[src/rtl/audio_tx_pkg.sv]
package audio_tx_pkg;
  typedef enum logic [1:0] {
    ACC_BYTE = 2'd0,
    ACC_HALF = 2'd1,
    ACC_WORD = 2'd2,
    ACC_WIDE = 2'd3
  } acc_size_e;

  // sample size code to number of bits sent per slot
  function automatic logic [5:0] slot_bits(input logic [2:0] code);
    case (code)
      3'd0:    slot_bits = 6'd8;
      3'd1:    slot_bits = 6'd16;
      3'd2:    slot_bits = 6'd20;
      3'd3:    slot_bits = 6'd24;
      default: slot_bits = 6'd32;
    endcase
  endfunction
endpackage

[src/rtl/wr_align.sv]
module wr_align #(
  parameter int WORD_W = 32
) (
  input  logic [WORD_W-1:0] din,
  input  logic [1:0]        acc,
  output logic [WORD_W-1:0] dout
);
  import audio_tx_pkg::*;
  localparam int LANES = WORD_W / 8;

  logic [LANES-1:0] keep;

  // lane enables: byte keeps lane 0, halfword lanes 0..1, word all
  for (genvar g = 0; g < LANES; g++) begin : g_lane
    always_comb begin
      case (acc_size_e'(acc))
        ACC_BYTE: keep[g] = (g == 0);
        ACC_HALF: keep[g] = (g < 2);
        default:  keep[g] = 1'b1;
      endcase
    end
    assign dout[g*8 +: 8] = keep[g] ? din[g*8 +: 8] : 8'h00;
  end
endmodule

[src/rtl/slot_fifo.sv]
module slot_fifo #(
  parameter int DEPTH  = 8,
  parameter int WORD_W = 32,
  localparam int AW = $clog2(DEPTH),
  localparam int LW = $clog2(DEPTH + 1)
) (
  input  logic              clk,
  input  logic              rst_n,
  input  logic              push,
  input  logic [WORD_W-1:0] wdata,
  input  logic              pop,
  output logic [WORD_W-1:0] rdata,
  output logic              full,
  output logic              empty,
  output logic [LW-1:0]     level
);
  logic [WORD_W-1:0] mem [DEPTH];
  logic [AW:0]       wr_ptr, rd_ptr;
  logic              do_push, do_pop;

  assign full    = (wr_ptr[AW] != rd_ptr[AW]) && (wr_ptr[AW-1:0] == rd_ptr[AW-1:0]);
  assign empty   = (wr_ptr == rd_ptr);
  assign do_push = push && !full;
  assign do_pop  = pop && !empty;
  assign rdata   = mem[rd_ptr[AW-1:0]];

  always_ff @(posedge clk) begin
    if (do_push) mem[wr_ptr[AW-1:0]] <= wdata;
  end

  always_ff @(posedge clk or negedge rst_n) begin
    if (!rst_n) begin
      wr_ptr <= '0;
      rd_ptr <= '0;
      level  <= '0;
    end else begin
      if (do_push) wr_ptr <= wr_ptr + 1'b1;
      if (do_pop)  rd_ptr <= rd_ptr + 1'b1;
      case ({do_push, do_pop})
        2'b10:   level <= level + 1'b1;
        2'b01:   level <= level - 1'b1;
        default: level <= level;
      endcase
    end
  end
endmodule

[src/rtl/slot_shifter.sv]
module slot_shifter #(
  parameter int WORD_W = 32,
  localparam int CW = $clog2(WORD_W + 1)
) (
  input  logic              clk,
  input  logic              rst_n,
  input  logic              slot_start,
  input  logic              bit_tick,
  input  logic              have_data,
  input  logic [WORD_W-1:0] word,
  input  logic [CW-1:0]     nbits,
  output logic              pop,
  output logic              starve,
  output logic              ser_out,
  output logic              active
);
  logic [WORD_W-1:0] sh;
  logic [CW-1:0]     left;
  logic [CW-1:0]     lshift;
  logic [WORD_W-1:0] aligned;

  assign pop     = slot_start && have_data;
  assign starve  = slot_start && !have_data;
  assign lshift  = CW'(WORD_W) - nbits;
  assign aligned = word << lshift;   // move bit nbits-1 to the top
  assign ser_out = sh[WORD_W-1];
  assign active  = (left != '0);

  always_ff @(posedge clk or negedge rst_n) begin
    if (!rst_n) begin
      sh   <= '0;
      left <= '0;
    end else if (slot_start) begin
      sh   <= have_data ? aligned : '0;
      left <= nbits;
    end else if (bit_tick && active) begin
      sh   <= sh << 1;
      left <= left - 1'b1;
    end
  end
endmodule

[src/rtl/audio_slot_tx.sv]
module audio_slot_tx #(
  parameter int DEPTH  = 8,
  parameter int WORD_W = 32,
  localparam int LW = $clog2(DEPTH + 1),
  localparam int CW = $clog2(WORD_W + 1)
) (
  input  logic              clk,
  input  logic              rst_n,
  input  logic              wr_valid,
  output logic              wr_ready,
  input  logic [WORD_W-1:0] wr_data,
  input  logic [1:0]        wr_size,
  input  logic [2:0]        cfg_size,
  input  logic [LW-1:0]     cfg_thresh,
  input  logic              slot_start,
  input  logic              bit_tick,
  output logic              ser_out,
  output logic              slot_active,
  output logic [LW-1:0]     level,
  output logic              full,
  output logic              empty,
  output logic              fifo_req,
  output logic              underrun,
  input  logic              underrun_clr
);
  import audio_tx_pkg::*;

  logic [WORD_W-1:0] ext_word, head_word;
  logic              pop, starve;
  logic [CW-1:0]     nbits;

  assign wr_ready = !full;
  assign nbits    = CW'(slot_bits(cfg_size));
  assign fifo_req = (level <= cfg_thresh);

  wr_align #(.WORD_W(WORD_W)) u_align (
    .din (wr_data),
    .acc (wr_size),
    .dout(ext_word)
  );

  slot_fifo #(.DEPTH(DEPTH), .WORD_W(WORD_W)) u_fifo (
    .clk  (clk),
    .rst_n(rst_n),
    .push (wr_valid && wr_ready),
    .wdata(ext_word),
    .pop  (pop),
    .rdata(head_word),
    .full (full),
    .empty(empty),
    .level(level)
  );

  slot_shifter #(.WORD_W(WORD_W)) u_shift (
    .clk       (clk),
    .rst_n     (rst_n),
    .slot_start(slot_start),
    .bit_tick  (bit_tick),
    .have_data (!empty),
    .word      (head_word),
    .nbits     (nbits),
    .pop       (pop),
    .starve    (starve),
    .ser_out   (ser_out),
    .active    (slot_active)
  );

  always_ff @(posedge clk or negedge rst_n) begin
    if (!rst_n)            underrun <= 1'b0;
    else if (starve)       underrun <= 1'b1;
    else if (underrun_clr) underrun <= 1'b0;
  end
endmodule

[config.mk]
export PLATFORM = sky130hd
export DESIGN_NAME = audio_slot_tx
export DESIGN_NICKNAME = d
export VERILOG_FILES = /design/src/rtl/audio_tx_pkg.sv /design/src/rtl/wr_align.sv /design/src/rtl/slot_fifo.sv /design/src/rtl/slot_shifter.sv /design/src/rtl/audio_slot_tx.sv
export SDC_FILE = /design/constraint.sdc
export NUM_CORES = 1
export LEC_CHECK = 0
export BUFFER_PORTS_ARGS = -buffer_cell sky130_fd_sc_hd__buf_2
export CORE_MARGIN = 2
export CORE_UTILIZATION = 35
export CTS_CLUSTER_DIAMETER = 40
export DETAILED_ROUTE_END_ITERATION = 10
export PLACE_DENSITY = 0.55
export SLEW_MARGIN = 15
export SYNTH_ARGS = -nofsm -noshare
export SYNTH_HDL_FRONTEND = slang
export SYNTH_SLANG_ARGS = --single-unit
[constraint.sdc]
create_clock -name clk -period 11.35 [get_ports clk]
set_clock_uncertainty 0.1 [all_clocks]
set_input_delay 2.27 -clock clk [delete_from_list [all_inputs] [get_ports clk]]
set_output_delay 2.27 -clock clk [all_outputs]
set_load 0.01 [all_outputs]
Word-level counts from Yosys, hierarchy flattened

Memories as Yosys holds them, arrays and structs flattened.
Cells that the tools add are included.

Flip-flop bits (word level): 51
Bits in latches: 0
RAM bits: 256
Bits in read-only memories: 0
Input port bits: 47
Output and inout bits: 11
Word-level logic and storage cells: 54
Memories kept: 1

$add $sub $neg: 6
Multipliers: 0
Divide/modulo/power cells: 0
Order comparisons: 1
Equality and inequality tests: 9
Shift operators: 1
Multiplexer cells: 14
Bitwise gates (word level): 0
Reduce and logical (&&, ||, !) cells: 16

Memories:

| memory     | depth | bits a word | read ports | clocked after Yosys merged registers in | write ports | line            | source |
|---|---|---|---|---|---|---|---|
| u_fifo.mem | 8     | 32          | 1          | 0                                       | 1           | slot_fifo.sv:17 | `logic [WORD_W-1:0] mem [DEPTH];` |

Operators with widths:

| kind                | count |
|---|---|
| $mux 32             | 3 |
| $shl 32x6->32       | 1 |
| $mux 8              | 3 |
| $pmux 6 s4          | 1 |
| $add 4x1->4 const B | 3 |
| $mux 6              | 2 |
| $pmux 4 s2          | 1 |
| $logic_and 1x1->1   | 7 |
| $eq 3x2->1 const B  | 2 |
| $reduce_bool 2->1   | 3 |
| $reduce_bool 6->1   | 1 |
| $sub 6x1->6 const B | 1 |
| $sub 6x6->6 const A | 1 |
| $eq 2x1->1 const B  | 2 |
| $eq 4x4->1          | 1 |
| $le 4x4->1          | 1 |
| $mux 1              | 4 |
| $sub 4x1->4 const B | 1 |
| $eq 3x1->1 const B  | 1 |
| $eq 3x3->1          | 1 |
| $logic_not 3->1     | 1 |
| $eq 2x2->1 const B  | 1 |
| $logic_not 1->1     | 2 |
| $logic_not 2->1     | 1 |
| 2 further kinds     | 2 |

Depth between registers and ports, before layout

Word-level depth: 7
Mapped depth: 13
Mapped depth without buffers: 11

Cells and area by module

A second synthesis with hierarchy kept.

Cells, all modules: 877
Area, all modules: 14556.5 µm²

By module, submodules not included:

| module        | instances | cells each | area each (µm²) | seq. area each (µm²) |
|---|---|---|---|---|
| slot_fifo     | 1         | 453        | 10436.3         | 7987.7 |
| slot_shifter  | 1         | 363        | 3694.8          | 950.9 |
| wr_align      | 1         | 35         | 240.2           | 0.0 |
| audio_slot_tx | 1         | 26         | 185.2           | 25.0 |

Least setup slack after synthesis

Ideal clock, no wire load.

Path kind: in2out
From: in cfg_thresh[1]
To: out fifo_req
Arrival: 3.164 ns
Required time: 8.980 ns
Slack: 5.816 ns
Cell stages on the path: 7
Path buffers: 0
Path through: inv_1 > ha_1 > nor2b_1 > o21ai_0 > nand2b_1 > a21oi_1 > a41o_1

Cells in the longest elaborated chain, start to end: 1

RTL lines:

| element            | line                | source |
|---|---|---|
| start: declaration | audio_slot_tx.sv:14 | `input logic [LW-1:0] cfg_thresh,` |
| $le 4x4->1         | audio_slot_tx.sv:34 | `assign fifo_req = (level <= cfg_thresh);` |
| end: declaration   | audio_slot_tx.sv:22 | `output logic fifo_req,` |

No other way between the ends.

Final worst setup path

Same ends and word-level chain as after synthesis.

==> flow_metrics.tcl <==
set metrics [dict create \
    status "finished clean" \
    num_vias 7218 \
    yosysTopAreaCellShare_pct 58.0 \
    synth_area_per_cell_um2 17.4 \
    antenna_cells 0 \
    route.detailed.wl_per_inst_um 21.9 \
    dieArea_um2 39400 \
    hp-class "reg -> reg" \
    clock-sinks 307 \
    final-setup-viol-count 0 \
    endpoint_kind "output port" \
    rrSetupSlack_ns 7.58 \
    worstPathMaxFanout 2 \
    cp-start-kind "primary input" \
    synth_edf_count 256 \
    portBuffers 57 \
    yosysWarnings 0 \
    syn-num-nets 820 \
    ys_seq_elements 307 \
    avgViaCountPerCell 5.21 \
    cts_buffers 44 \
    crit_path_end "fifo_req" \
    fin_nets 897 \
    htree_levels 2 \
    fin_crit_ns 5.78 \
    rr_endpoint "u_shift.sh[28]$_DFFE_PN0P_" \
    cts_resized 0 \
    fin_crit_sh_pct 51.0 \
    cts.clk_slew.worst_paths_ns 0.06 \
    drt_iter0_drc 477 \
    ys_seq_area_share_pct 67.7 \
    layout_commonest_cell "edfxtp_1" \
    cts_hold_buf 0 \
    r2r_start "u_fifo.rd_ptr[1]$_DFFE_PN0P_" \
    final_max_slew_viol_count 0 \
    clockBufferDepth 3 \
    holdWs_ns 0.396 \
    cp.arrival_ns 3.41 \
    cts_root_buf "clkbuf_16" \
    ys.flop_type "edfxtp_1" \
    max_freq_mhz 173 \
    leakage_nw 5.47 \
    dpl.hpwl_um 18100 \
    num_rows 71 \
    grt_use_total_pct 15.9 \
    maxSlewHeadroom_pct 32.9 \
    globalRoute.totalOverflow 0 \
    final_hold_viol_count 0 \
    synth_area_leaders "edfxtp_1, mux4_2, dfrtp_1" \
    netlist_instances 761 \
    antenna_found_initial 0 \
    powerDensity_nw_per_um2 271 \
    grt_pass1_wl_um 46800 \
    drc 0 \
    post_cts_buffers 0 \
    die_h_um 199 \
    synth_top_area_cell "edfxtp_1" \
    synth_area_um2 13200 \
    io_pins 58 \
    cp-startpoint "cfg_thresh[1]" \
    grt_max_degree 52 \
    fin_tns_setup_ns 0 \
    dpl.cell_count 1303 \
    first_pass_iters 5 \
    synth_cell_types 54 \
    drive_above_1_share_pct 28.6 \
    irDropWorstVdd_mv 0.129 \
    fp.dieW_um 199 \
    final_cells 1385 \
    start_util_pct 35.3 \
    wirelength_um 30400 \
    cts_tree "built" \
    clk-insertion-delay-late_ns 0.54 \
    rsz0062_at_grt "no" \
    drv_cap 0 \
    tightestPinTransition_ns 1.00 \
    critical_path_class "in -> out" \
    postRouteAntennaNets 0 \
    preCtsSetupSlack_ns 5.53 \
    final_cell_mix "edfxtp_1, mux4_2, buf_2" \
    syn_to_final_growth_pct 17.8 \
    setup_slack_ns 5.57 \
    r2r_cells 7 \
    async_flop_share_pct 16.6 \
    place.gp.congestion 0.842 \
    crit_required_ns 8.98 \
    grt_pass1_vias 7390 \
    coreArea_um2 37500 \
]
[cells by family after synthesis]
family	synth area share, %
buffers and inverters	2.12
AND/OR/NAND/NOR	5.56
flip-flops	67.7
AO/OA/AOI/OAI	4.69
XOR/XNOR	1.52
adder cells (fa/ha/maj)	1.13
multiplexers	17.3
[worst min path at each step]
stage | startpoint | end | slack (ns) | cells after the start
finish | u_fifo.rd_ptr[3]$_DFFE_PN0P_ | u_fifo.rd_ptr[3]$_DFFE_PN0P_ | 0.40 | 1
global route | u_fifo.rd_ptr[3]$_DFFE_PN0P_ | u_fifo.rd_ptr[3]$_DFFE_PN0P_ | 0.41 | 1
CTS | u_fifo.wr_ptr[3]$_DFFE_PN0P_ | u_fifo.wr_ptr[3]$_DFFE_PN0P_ | 0.40 | 1
detailed placement | u_fifo.rd_ptr[3]$_DFFE_PN0P_ | u_fifo.rd_ptr[3]$_DFFE_PN0P_ | 0.39 | 1
global placement | u_fifo.wr_ptr[3]$_DFFE_PN0P_ | u_fifo.wr_ptr[3]$_DFFE_PN0P_ | 0.38 | 1
floorplan | u_fifo.wr_ptr[3]$_DFFE_PN0P_ | u_fifo.wr_ptr[3]$_DFFE_PN0P_ | 0.36 | 1
[critical path, cell delays in order]
cell      delay, ns
buf_2          0.07
inv_1          0.04
ha_1           0.29
nor2b_1        0.13
o21ai_0        0.14
nand2b_1       0.07
a21oi_1        0.15
a41o_1         0.12
buf_2          0.13
[sequential cells by signal, indices dropped and copies added (netlist names)]
register,cells
u_fifo.level,4
u_fifo.mem,256
u_fifo.wr_ptr,4
u_fifo.rd_ptr,4
u_shift.left,6
u_shift.sh,32
underrun,1
[area by class of cell]
cell class | instances | area [µm²]
fillers | 3429 | 21900
flip-flops and latches | 307 | 8970
multi-input cells | 399 | 4060
clock buffers | 51 | 1150
well taps | 511 | 639
repair buffers | 73 | 405
clock inverters | 31 | 337
inverters | 13 | 48.8
[report_power, final]
group | internal, W | switching, W
Clock | 0.000851 | 0.000508
Combinational | 0.000563 | 0.000687
Sequential | 0.00146 | 0.000153
[metrics by stage]
stage	utilization, %	area, µm²	power (W)
after floorplan	-	13200	0.00251
after global placement	37.7	14100	0.00289
after detailed placement	37.7	14100	0.00291
after CTS	41.6	15600	0.00428
after global routing	41.6	15600	0.00444
final	41.6	15600	0.00423
[cells in the mapped netlist (3+ instances only)]
cell type  instances
a211oi_1           6
a21oi_1           21
and2_1            18
buf_2             15
buf_6              7
clkbuf_1          17
dfrtp_1           51
edfxtp_1         256
ha_1              12
inv_1             11
mux2i_1           30
mux4_2            88
nand2_1           52
nand2b_1           5
nand3_1            5
nand4_1            5
nor2_1            38
nor2b_1           11
nor3_1             8
o2111a_1           3
o211a_1            4
o21ai_0           16
o21ai_1            4
o22ai_1           17
o311ai_0           3
xnor2_1           11
xor2_1            12
[metal layers]
layer,vias up,routed length (µm),global-route usage (%),part of all wire [%]
li1,3215,-,-,-
met1,3771,13900,22.5,46
met2,176,14300,25.2,47
met3,56,1310,2.56,4.3
met4,0,839,5.28,2.8
met5,-,0,0,0
No activity file was read; power rests on OpenSTA's default activity.
